==> config.mk <==
export PLATFORM = sky130hd
export DESIGN_NAME = chg_phase_ctrl
export DESIGN_NICKNAME = d
export VERILOG_FILES = /design/src/rtl/chg_pkg.sv /design/src/rtl/chg_sync_bank.sv /design/src/rtl/chg_deglitch.sv /design/src/rtl/chg_phase_fsm.sv /design/src/rtl/chg_phase_ctrl.sv
export SDC_FILE = /design/constraint.sdc
export NUM_CORES = 1
export LEC_CHECK = 0
export BUFFER_PORTS_ARGS = -buffer_cell sky130_fd_sc_hd__buf_4
export CELL_PAD_IN_SITES_DETAIL_PLACEMENT = 1
export CELL_PAD_IN_SITES_GLOBAL_PLACEMENT = 2
export CORE_MARGIN = 2
export CORE_UTILIZATION = 38
export DETAILED_ROUTE_END_ITERATION = 10
export GPL_TIMING_DRIVEN = 1
export PLACE_DENSITY_LB_ADDON = 0.1
export SKIP_CTS_REPAIR_TIMING = 1
export SYNTH_ARGS = -nofsm -noshare
export SYNTH_HDL_FRONTEND = slang
export SYNTH_SLANG_ARGS = --single-unit
==> constraint.sdc <==
create_clock -name clk -period 6.15 [get_ports clk]
set_input_delay 1.23 -clock clk [delete_from_list [all_inputs] [get_ports clk]]
set_output_delay 1.23 -clock clk [all_outputs]
set_load 0.03 [all_outputs]
==> src/rtl/chg_pkg.sv <==
package chg_pkg;

  typedef enum logic [2:0] {
    PH_OFF     = 3'd0,
    PH_TRICKLE = 3'd1,
    PH_FAST    = 3'd2,
    PH_CV      = 3'd3,
    PH_DONE    = 3'd4,
    PH_FAULT   = 3'd5,
    PH_SUSP    = 3'd6
  } chg_phase_e;

  // bit positions inside the synchronized flag vector
  localparam int unsigned IX_POR   = 0;
  localparam int unsigned IX_GTB   = 1;
  localparam int unsigned IX_OVP   = 2;
  localparam int unsigned IX_PRE   = 3;
  localparam int unsigned IX_REG   = 4;
  localparam int unsigned IX_RCH   = 5;
  localparam int unsigned IX_EOC   = 6;
  localparam int unsigned IX_HOT   = 7;
  localparam int unsigned IX_INH   = 8;
  localparam int unsigned IX_CONT  = 9;
  localparam int unsigned IX_TPRE  = 10;
  localparam int unsigned IX_TFAST = 11;
  localparam int unsigned IX_B32   = 12;
  localparam int unsigned N_FLAGS  = 13;

  function automatic logic f_power_good(input logic por, input logic gtb, input logic ovp);
    return por & gtb & ~ovp;
  endfunction

  function automatic logic f_charging(input chg_phase_e ph);
    return (ph == PH_TRICKLE) || (ph == PH_FAST) || (ph == PH_CV);
  endfunction

endpackage

==> src/rtl/chg_sync_bank.sv <==
module chg_sync_bank #(
  parameter int unsigned W = 8
) (
  input  logic         clk,
  input  logic         rst_n,
  input  logic [W-1:0] d_i,
  output logic [W-1:0] q_o
);

  genvar gi;
  generate
    for (gi = 0; gi < W; gi++) begin : g_bit
      logic meta_q;
      logic stab_q;
      always_ff @(posedge clk or negedge rst_n) begin
        if (!rst_n) begin
          meta_q <= 1'b0;
          stab_q <= 1'b0;
        end else begin
          meta_q <= d_i[gi];
          stab_q <= meta_q;
        end
      end
      assign q_o[gi] = stab_q;
    end
  endgenerate

endmodule

==> src/rtl/chg_deglitch.sv <==
module chg_deglitch #(
  parameter int unsigned LEN = 4
) (
  input  logic clk,
  input  logic rst_n,
  input  logic cond_i,
  output logic qual_o
);

  localparam int unsigned CW = $clog2(LEN + 1);
  localparam logic [CW-1:0] LAST = CW'(LEN - 1);

  logic [CW-1:0] cnt_q;

  always_ff @(posedge clk or negedge rst_n) begin
    if (!rst_n) begin
      cnt_q <= '0;
    end else if (!cond_i) begin
      cnt_q <= '0;
    end else if (cnt_q != LAST) begin
      cnt_q <= cnt_q + 1'b1;
    end
  end

  // high on the LEN-th consecutive cycle of cond_i
  assign qual_o = cond_i && (cnt_q == LAST);

endmodule

==> src/rtl/chg_phase_fsm.sv <==
module chg_phase_fsm
  import chg_pkg::*;
(
  input  logic       clk,
  input  logic       rst_n,
  input  logic       pg_i,
  input  logic       hot_i,
  input  logic       inh_i,
  input  logic       cont_i,
  input  logic       pre_i,
  input  logic       reg_i,
  input  logic       tpre_i,
  input  logic       tfast_i,
  input  logic       q_up_i,
  input  logic       q_dn_i,
  input  logic       q_eoc_i,
  input  logic       q_rch_i,
  output chg_phase_e phase_o,
  output logic       tmr_clr_o
);

  chg_phase_e state_q, state_d;
  logic       clr_q, clr_d;

  always_comb begin
    state_d = state_q;
    clr_d   = 1'b0;
    if (!pg_i) begin
      state_d = PH_OFF;
    end else if (state_q == PH_FAULT) begin
      state_d = PH_FAULT;
    end else if (hot_i) begin
      state_d = PH_OFF;
    end else if (inh_i) begin
      state_d = PH_SUSP;
    end else begin
      unique case (state_q)
        PH_OFF, PH_SUSP: begin
          state_d = pre_i ? PH_TRICKLE : PH_FAST;
          clr_d   = 1'b1;
        end
        PH_TRICKLE: begin
          if (tpre_i && !cont_i)   state_d = PH_FAULT;
          else if (q_up_i)         state_d = PH_FAST;
        end
        PH_FAST: begin
          if (tfast_i && !cont_i)  state_d = PH_FAULT;
          else if (reg_i)          state_d = PH_CV;
          else if (q_dn_i)         state_d = PH_TRICKLE;
        end
        PH_CV: begin
          if (tfast_i && !cont_i)     state_d = PH_FAULT;
          else if (q_eoc_i && !cont_i) state_d = PH_DONE;
        end
        PH_DONE: begin
          if (q_rch_i) begin
            state_d = PH_FAST;
            clr_d   = 1'b1;
          end
        end
        default: state_d = PH_OFF;
      endcase
    end
  end

  always_ff @(posedge clk or negedge rst_n) begin
    if (!rst_n) begin
      state_q <= PH_OFF;
      clr_q   <= 1'b0;
    end else begin
      state_q <= state_d;
      clr_q   <= clr_d;
    end
  end

  assign phase_o   = state_q;
  assign tmr_clr_o = clr_q;

endmodule

==> src/rtl/chg_phase_ctrl.sv <==
module chg_phase_ctrl
  import chg_pkg::*;
#(
  parameter int unsigned DG_PHASE_CYC = 25000,
  parameter int unsigned DG_RCH_CYC   = 300000
) (
  input  logic       clk,
  input  logic       rst_n,
  input  logic       vin_por_i,
  input  logic       vin_over_bat_i,
  input  logic       vin_ovp_i,
  input  logic       bat_precond_i,
  input  logic       bat_at_reg_i,
  input  logic       bat_rch_i,
  input  logic       ichg_eoc_i,
  input  logic       die_hot_i,
  input  logic       chg_inhibit_i,
  input  logic       cont_chg_i,
  input  logic       tmr_pre_exp_i,
  input  logic       tmr_fast_exp_i,
  input  logic       bat_above_sys_i,
  output logic [2:0] phase_o,
  output logic       chg_sw_en_o,
  output logic       rail_track_o,
  output logic       tmr_clr_o
);

  logic [N_FLAGS-1:0] raw_vec, s_vec;

  always_comb begin
    raw_vec           = '0;
    raw_vec[IX_POR]   = vin_por_i;
    raw_vec[IX_GTB]   = vin_over_bat_i;
    raw_vec[IX_OVP]   = vin_ovp_i;
    raw_vec[IX_PRE]   = bat_precond_i;
    raw_vec[IX_REG]   = bat_at_reg_i;
    raw_vec[IX_RCH]   = bat_rch_i;
    raw_vec[IX_EOC]   = ichg_eoc_i;
    raw_vec[IX_HOT]   = die_hot_i;
    raw_vec[IX_INH]   = chg_inhibit_i;
    raw_vec[IX_CONT]  = cont_chg_i;
    raw_vec[IX_TPRE]  = tmr_pre_exp_i;
    raw_vec[IX_TFAST] = tmr_fast_exp_i;
    raw_vec[IX_B32]   = bat_above_sys_i;
  end

  chg_sync_bank #(.W(N_FLAGS)) sync_i (
    .clk  (clk),
    .rst_n(rst_n),
    .d_i  (raw_vec),
    .q_o  (s_vec)
  );

  // named internal events, visible to the bound checker
  chg_phase_e phase_q;
  logic pg_s, hot_s, inh_s, cont_s;
  logic c_up, c_dn, c_eoc, c_rch;
  logic q_up, q_dn, q_eoc, q_rch;

  assign pg_s   = f_power_good(s_vec[IX_POR], s_vec[IX_GTB], s_vec[IX_OVP]);
  assign hot_s  = s_vec[IX_HOT];
  assign inh_s  = s_vec[IX_INH];
  assign cont_s = s_vec[IX_CONT];

  assign c_up  = (phase_q == PH_TRICKLE) && !s_vec[IX_PRE];
  assign c_dn  = (phase_q == PH_FAST)    &&  s_vec[IX_PRE];
  assign c_eoc = (phase_q == PH_CV)      &&  s_vec[IX_EOC];
  assign c_rch = (phase_q == PH_DONE)    &&  s_vec[IX_RCH];

  chg_deglitch #(.LEN(DG_PHASE_CYC)) dg_up_i  (.clk(clk), .rst_n(rst_n), .cond_i(c_up),  .qual_o(q_up));
  chg_deglitch #(.LEN(DG_PHASE_CYC)) dg_dn_i  (.clk(clk), .rst_n(rst_n), .cond_i(c_dn),  .qual_o(q_dn));
  chg_deglitch #(.LEN(DG_PHASE_CYC)) dg_eoc_i (.clk(clk), .rst_n(rst_n), .cond_i(c_eoc), .qual_o(q_eoc));
  chg_deglitch #(.LEN(DG_RCH_CYC))   dg_rch_i (.clk(clk), .rst_n(rst_n), .cond_i(c_rch), .qual_o(q_rch));

  chg_phase_fsm fsm_i (
    .clk      (clk),
    .rst_n    (rst_n),
    .pg_i     (pg_s),
    .hot_i    (hot_s),
    .inh_i    (inh_s),
    .cont_i   (cont_s),
    .pre_i    (s_vec[IX_PRE]),
    .reg_i    (s_vec[IX_REG]),
    .tpre_i   (s_vec[IX_TPRE]),
    .tfast_i  (s_vec[IX_TFAST]),
    .q_up_i   (q_up),
    .q_dn_i   (q_dn),
    .q_eoc_i  (q_eoc),
    .q_rch_i  (q_rch),
    .phase_o  (phase_q),
    .tmr_clr_o(tmr_clr_o)
  );

  assign phase_o      = phase_q;
  assign chg_sw_en_o  = f_charging(phase_q);
  assign rail_track_o = s_vec[IX_B32];

endmodule

==> metrics.md, run 1 <==
| Metric | Value |
|---|---|
| Result of the run | `finished clean` |
| Worst slew margin | `0.445` |
| Core area | `approximately 11000 um2` |
| Count of final hold-check violations | `0` |
| Min-delay worst type | `reg2reg` |
| Summed instance area of the synthesized netlist | `about 4200 um2` |
| Category of the worst setup path launch point | `flop` |
| FF+latch count, synth | `94` |
| Post-DR vias/cell | `around 5` |
| Cell area power density | `244 nW/um2` |
| Detailed-router iteration count before antenna repair | `4` |
| Area growth from synthesis to final layout | `12.4%` |
| Cell count after synthesis | `400` |
| Maximum number of pins on one net before global-route repair | `52` |
| CP Data Required Time | `between 4000 and 5000 ps` |
| Overall routed net length | `~8700 um` |
| Skew-Pair Late Insertion Delay | `about 370 ps` |
| Starting utilization of the core area | `0.390` |
| Final #Nets | `roughly 440` |
| Max_cap viols | `0` |
| Antenna violation net count after detailed routing | `0` |
| Dominant delay contributor by cell family on the critical path | `flip-flops` |
| # DRC | `0` |
| Setup repair after global routing missed its margin | `false` |
| Share of the clock period used by the worst path after layout | `0.419` |
| Register area share after synthesis | `0.554` |
| Die footprint | `between 10000 and 15000 um2` |
| Total Routing Usage GR | `0.164` |
| Number of enable flip-flop cells after synthesis | `0` |
| Ant. Diodes | `0` |
| Mapped Avg Cell Area | `~11 um2` |
| Type of element capturing the critical path | `output port` |
| Fin Hold WS | `roughly 350 ps` |
| Final setup violation count | `0` |
| Arrival time at the worst endpoint | `between 1000 and 1500 ps` |
| Setup slack at placement | `around 3700 ps` |
| First DRT Iteration DRCs | `between 100 and 150` |
| Worst Setup Slack, final | `3570 ps` |
| Initial antenna violation count | `0` |
| Number of placed I/O pins | `21` |
| Yosys top cell area share | `0.554` |
| First-pass GRT wire length | `approximately 15000 um` |
| Fraction of registers with async set/reset | `1.00` |
| Worst-path cell chain | `nor2_1 > nor2_1 > buf_4` |
| Library cells used by synthesis | `between 50 and 60` |
| Worst Path Max Fanout | `13` |
| Upper clock frequency limit | `between 300 and 400 MHz` |
| Gpl congestion | `roughly 0.75` |
| Worst voltage drop across the vdd grid | `between 0.1 and 0.15 mV` |
| Top cell type by total area after synthesis | `sky130_fd_sc_hd__dfrtp_1` |
| Buffers and inverters on the worst path | `1` |
| Post-Place Cells | `552` |
| Clock tree from TritonCTS | `built` |
| Non-Filler Instances | `around 570` |
| Most common cell type on the critical path | `sky130_fd_sc_hd__nor2_1` |
| Share of post-route cells with drive strength above 1 | `0.126` |
| Yosys synthesis warning count | `0` |
| Count of vias placed by the detailed router | `about 2900` |
| Root buffer cell | `sky130_fd_sc_hd__clkbuf_8` |
| Actual transition at the worst max-transition pin | `~830 ps` |
| Setup Skew | `8.22 ps` |
| Final critical-path required period | `around 2600 ps` |
| Critical path's slowest cell | `sky130_fd_sc_hd__dfrtp_1` |
| Number of placement rows | `38` |
| Max-slew violation count | `0` |
| Top cells by area in the synthesized netlist | `sky130_fd_sc_hd__dfrtp_1, sky130_fd_sc_hd__xor2_1, sky130_fd_sc_hd__nor2_1` |
| Primary flip-flop cell chosen by synthesis mapping | `sky130_fd_sc_hd__dfrtp_1` |
| Sink count of the clock tree | `between 90 and 100` |
| Clock-pin slew on the worst setup and hold paths | `about 90 ps` |
| Die boundary height | `around 110 um` |
| Dpl hpwl | `approximately 6000 um` |
| Number of H-tree levels | `3` |
| Post-synthesis net count | `about 420` |
| Max stage delay on crit path | `560 ps` |
| Leakage power | `about 2 nW` |
| Final routed wire length divided by cell count | `between 15 and 20 um` |
| Total CTS buffers | `9` |
| Overall Power | `between 0.001 and 0.0015 W` |
| # port buffers | `20` |
| Die boundary width | `110 um` |
| Total negative setup slack | `0 ps` |
| Sum of overflow across all layers after global routing | `0` |
| Buffers from clock root to sink, at most | `2` |
| Classification of the worst setup path | `reg2out` |
| Via count of the first global-routing pass | `3021` |
==> layout by cell type (no fill, tap or decap), types with 2 or more instances in the layout <==
cell | synthesis | routed
sky130_fd_sc_hd__a21oi_1 | 11 | 11
sky130_fd_sc_hd__and3_1 | 15 | 15
sky130_fd_sc_hd__and4_1 | 3 | 3
sky130_fd_sc_hd__buf_4 | 0 | 21
sky130_fd_sc_hd__bufinv_16 | 0 | 3
sky130_fd_sc_hd__clkbuf_8 | 0 | 10
sky130_fd_sc_hd__dfrtp_1 | 94 | 94
sky130_fd_sc_hd__ha_1 | 4 | 4
sky130_fd_sc_hd__inv_1 | 2 | 2
sky130_fd_sc_hd__mux2i_1 | 4 | 4
sky130_fd_sc_hd__nand2_1 | 32 | 32
sky130_fd_sc_hd__nand2b_1 | 3 | 3
sky130_fd_sc_hd__nand3_1 | 21 | 21
sky130_fd_sc_hd__nand3b_1 | 4 | 4
sky130_fd_sc_hd__nand4_1 | 12 | 12
sky130_fd_sc_hd__nor2_1 | 74 | 74
sky130_fd_sc_hd__nor2b_1 | 4 | 4
sky130_fd_sc_hd__nor3_1 | 8 | 8
sky130_fd_sc_hd__nor4bb_1 | 3 | 3
sky130_fd_sc_hd__o21ai_0 | 8 | 8
sky130_fd_sc_hd__or3_1 | 7 | 7
sky130_fd_sc_hd__xnor2_1 | 10 | 10
sky130_fd_sc_hd__xor2_1 | 42 | 42
==> cells by family (layout without fill, tap and decap cells) <==
family                     count (synthesis)  count (layout)  share of synthesized area
DFF                                       94              94                      0.554
buffers and inverters                     13              40                     0.0153
and+or+nand+nor                          204             204                      0.253
adders and majority gates                  4               4                     0.0118
xor gates and xnor gates                  52              52                      0.107
muxes                                      5               5                     0.0130
AOI/OAI and AO/OA                         28              28                     0.0451
==> Yosys cell counts, drive strengths merged, types with 2 or more instances <==
cell and count:
buf 3, nor2b 4, ha 4, nand2b 3
nand4 13, and4 3, nand4bb 2, nand3 22
dfrtp 94, nand3b 5, nor2 75, nor3 8
or4b 2, xnor2 10, nor4bb 3, clkbuf 6
or3 8, mux2i 4, nor4 2, nand2 33
and3 16, xor2 42, o21ai 9, a21oi 11
inv 3
==> worst paths after layout <==
| path | end | cells past startpoint | from | slack [ps] |
|---|---|---|---|---|
| min in group asynchronous | dg_eoc_i.cnt_q[8] | 1 | rst_n | 840 |
| setup reg to reg | fsm_i.phase_o[0] | 5 | fsm_i.phase_o[0] | 3720 |
| hold / removal | sync_i.g_bit[12].stab_q | 0 | sync_i.g_bit[12].meta_q | 350 |
| max in group asynchronous | dg_up_i.cnt_q[8] | 2 | rst_n | 4270 |
| hold reg to reg | sync_i.g_bit[12].stab_q | 0 | sync_i.g_bit[12].meta_q | 350 |
| setup / recovery | chg_sw_en_o | 3 | fsm_i.phase_o[1] | 3570 |
==> final cells by class <==
cell class | count | area [um2]
Tap cell | 140 | 175
Timing Repair Buffer | 21 | 158
Inverter | 4 | 15.0
Fill cell | 1220 | 6120
Sequential cell | 94 | 2350
Clock inverter | 5 | 106
Multi-Input combinational cell | 293 | 1830
Clock buffer | 10 | 138
==> per-stage QoR <==
step	util	instance area [um2]
floorplan	-	4240
global placement	0.416	4530
detailed placement	0.416	4530
CTS	0.438	4770
global route	0.438	4770
finish	0.438	4770
==> routing by layer <==
metal  up-vias  GRT usage  part of all wire
li1       1411          -                 -
met1      1414      0.220              0.50
met2        21      0.248              0.45
met3         9     0.0593             0.030
met4         0     0.0488             0.012
met5         -          0                 0
==> registers in the layout, indices dropped and copies added (netlist names) <==
| name | count |
|---|---|
| dg_eoc_i.cnt_q | 15 |
| dg_rch_i.cnt_q | 19 |
| fsm_i.phase_o | 3 |
| sync_i.g_bit.meta_q | 13 |
| dg_up_i.cnt_q | 15 |
| fsm_i.tmr_clr_o | 1 |
| sync_i.g_bit.stab_q | 13 |
| dg_dn_i.cnt_q | 15 |
==> where the power goes <==
group          internal [W]  switching, W
Combinational     0.0000113     0.0000206
Clock              0.000280      0.000221
Sequential         0.000627    0.00000549
Total              0.000918      0.000247
(Power assumes the default switching activity.)
==> run 2, diff against run 1 <==
--- a/config.mk
+++ b/config.mk
@@ -9,7 +9,7 @@
 export CELL_PAD_IN_SITES_DETAIL_PLACEMENT = 1
 export CELL_PAD_IN_SITES_GLOBAL_PLACEMENT = 2
 export CORE_MARGIN = 2
-export CORE_UTILIZATION = 38
+export CORE_UTILIZATION = 36
 export DETAILED_ROUTE_END_ITERATION = 10
 export GPL_TIMING_DRIVEN = 1
 export PLACE_DENSITY_LB_ADDON = 0.1
==> constraint.sdc (replaced) <==
create_clock -name clk -period 2.3 [get_ports clk]
set_input_delay 0.46 -clock clk [delete_from_list [all_inputs] [get_ports clk]]
set_output_delay 0.46 -clock clk [all_outputs]
set_load 0.03 [all_outputs]
==> metrics.md, run 2 (synthesis results as in run 1) <==
| Metric | Value |
|---|---|
| Placed instance area | `around 4600 um2` |
| Result of the run | `finished clean` |
| Fin Hold WS | `between 60 and 70 ps` |
| Dominant delay contributor by cell family on the critical path | `simple AND/OR/NAND/NOR gates` |
| Area growth from synthesis to final layout | `15.4%` |
| Overall routed net length | `~9000 um` |
| # DRC | `0` |
| Classification of the worst setup path | `reg2reg` |
| Sum of overflow across all layers after global routing | `0` |
| Post-Place Cells | `between 500 and 600` |
| Via count of the first global-routing pass | `3193` |
| Maximum number of pins on one net before global-route repair | `44` |
| Count of final hold-check violations | `0` |
| Detailed-router iteration count before antenna repair | `4` |
| Max stage delay on crit path | `~550 ps` |
| Core area | `roughly 11000 um2` |
| Antenna violation net count after detailed routing | `0` |
| Final critical-path required period | `roughly 2200 ps` |
| Die boundary height | `roughly 110 um` |
| Critical path's slowest cell | `sky130_fd_sc_hd__or4b_4` |
| Type of element capturing the critical path | `flop` |
| First DRT Iteration DRCs | `94` |
| Max_cap viols | `0` |
| Share of the clock period used by the worst path after layout | `0.961` |
| Number of H-tree levels | `3` |
| # port buffers | `20` |
| Total Routing Usage GR | `0.157` |
| Die footprint | `roughly 13000 um2` |
| Sink count of the clock tree | `94` |
| Upper clock frequency limit | `around 450 MHz` |
| Final setup violation count | `0` |
| Arrival time at the worst endpoint | `around 2400 ps` |
| Min-delay worst type | `in2async` |
| Worst slew margin | `0.576` |
| Worst Path Max Fanout | `3` |
| Skew-Pair Late Insertion Delay | `~350 ps` |
| Number of filler instances in the final layout | `1253` |
| Buffers and inverters on the worst path | `0` |
| Clock tree from TritonCTS | `built` |
| Flip-flop count of the largest register, all copies and words added | `19` |
| Leakage power | `between 2 and 2.5 nW` |
| Worst voltage drop across the vdd grid | `0.559 mV` |
| Die boundary width | `~110 um` |
| Setup slack at placement | `about 130 ps` |
| Buffers from clock root to sink, at most | `2` |
| Total CTS buffers | `9` |
| Final #Nets | `451` |
| Ant. Diodes | `0` |
| Actual transition at the worst max-transition pin | `about 630 ps` |
| Category of the worst setup path launch point | `flop` |
| Non-Filler Instances | `579` |
| Final Instance Area | `roughly 4900 um2` |
| Dpl hpwl | `between 6000 and 7000 um` |
| Most frequent cells in the layout | `sky130_fd_sc_hd__dfrtp_1, sky130_fd_sc_hd__nor2_1, sky130_fd_sc_hd__xor2_1` |
| Clock-pin slew on the worst setup and hold paths | `approximately 60 ps` |
| Share of post-route cells with drive strength above 1 | `0.144` |
| First-pass GRT wire length | `~16000 um` |
| Total negative setup slack | `0 ps` |
| Max-slew violation count | `0` |
| Worst Setup Slack, final | `between 80 and 90 ps` |
| Post-DR vias/cell | `a little over 5` |
| CP Data Required Time | `2530 ps` |
| Starting utilization of the core area | `0.370` |
| Final routed wire length divided by cell count | `between 15 and 20 um` |
| Number of placed I/O pins | `21` |
| Gpl congestion | `about 0.7` |
| Initial antenna violation count | `0` |
| Most common cell after layout, fill and taps aside | `sky130_fd_sc_hd__dfrtp_1` |
| Count of vias placed by the detailed router | `slightly below 3000` |
| Number of placement rows | `39` |
| Setup repair after global routing missed its margin | `false` |
| Root buffer cell | `sky130_fd_sc_hd__clkbuf_16` |
| Largest reg by FF count | `dg_rch_i.cnt_q` |
| Setup Skew | `approximately 7.5 ps` |
| Worst-path cell chain | `or4b_4 > nor4_4 > and3_1 > o32a_2 > nand3_4 > mux2_4` |
| Cell area power density | `roughly 660 nW/um2` |
## run 2: worst reg2reg max path: cells and delay by family (launching register included)
| family | cells | cell delay (ps) |
|---|---|---|
| flops | 1 | 400 |
| compound gates | 1 | 200 |
| simple gates | 4 | 1190 |
| mux | 1 | 310 |
## run 2: worst paths after layout
check                                       startpoint                       to  slack [ps]  cells past startpoint
worst max-delay path                dg_eoc_i.cnt_q[10]         fsm_i.phase_o[0]          90                      6
worst min-delay path                             rst_n       dg_eoc_i.cnt_q[12]          70                      1
worst max register to register      dg_eoc_i.cnt_q[10]         fsm_i.phase_o[0]          90                      6
worst min register to register  sync_i.g_bit[7].meta_q   sync_i.g_bit[7].stab_q         340                      0
max in group asynchronous                        rst_n         dg_dn_i.cnt_q[7]        1600                      2
min in group clk                         tmr_pre_exp_i  sync_i.g_bit[10].meta_q         210                      1
## run 2: metal layers
layer  up-vias  part of all wire  global-route usage
li1       1430                 -                   -
met1      1484              0.49               0.207
met2        26              0.46               0.248
met3         9             0.033              0.0459
met4         0             0.015              0.0561
met5         -                 0                   0
## run 2: area by class of cell
| class | count | area (um2) | area share |
|---|---|---|---|
| Inverter | 4 | 15.0 | 0.00307 |
| Sequential cell | 94 | 2350 | 0.481 |
| Clock inverter | 3 | 18.8 | 0.00383 |
| Multi-Input combinational cell | 293 | 1830 | 0.373 |
| Clock buffer | 12 | 267 | 0.0544 |
| Tap cell | 143 | 179 | 0.0366 |
| Timing Repair Buffer | 30 | 238 | 0.0486 |
## run 2: where the power goes
| group | leakage (nW) | total, W | internal, W | switching (W) |
|---|---|---|---|---|
| Sequential | 1.25 | 0.00169 | 0.00168 | 0.0000142 |
| Clock | 0.144 | 0.00143 | 0.000814 | 0.000619 |
| Combinational | 0.680 | 0.0000937 | 0.0000352 | 0.0000585 |
## run 2: through the flow
step	total power [W]	util
6_report	0.00322	0.427
3_3_place_gp	0.00182	0.402
4_1_cts	0.00328	0.427
5_1_grt	0.00336	0.427
2_1_floorplan	0.00175	-
3_5_place_dp	0.00182	0.402
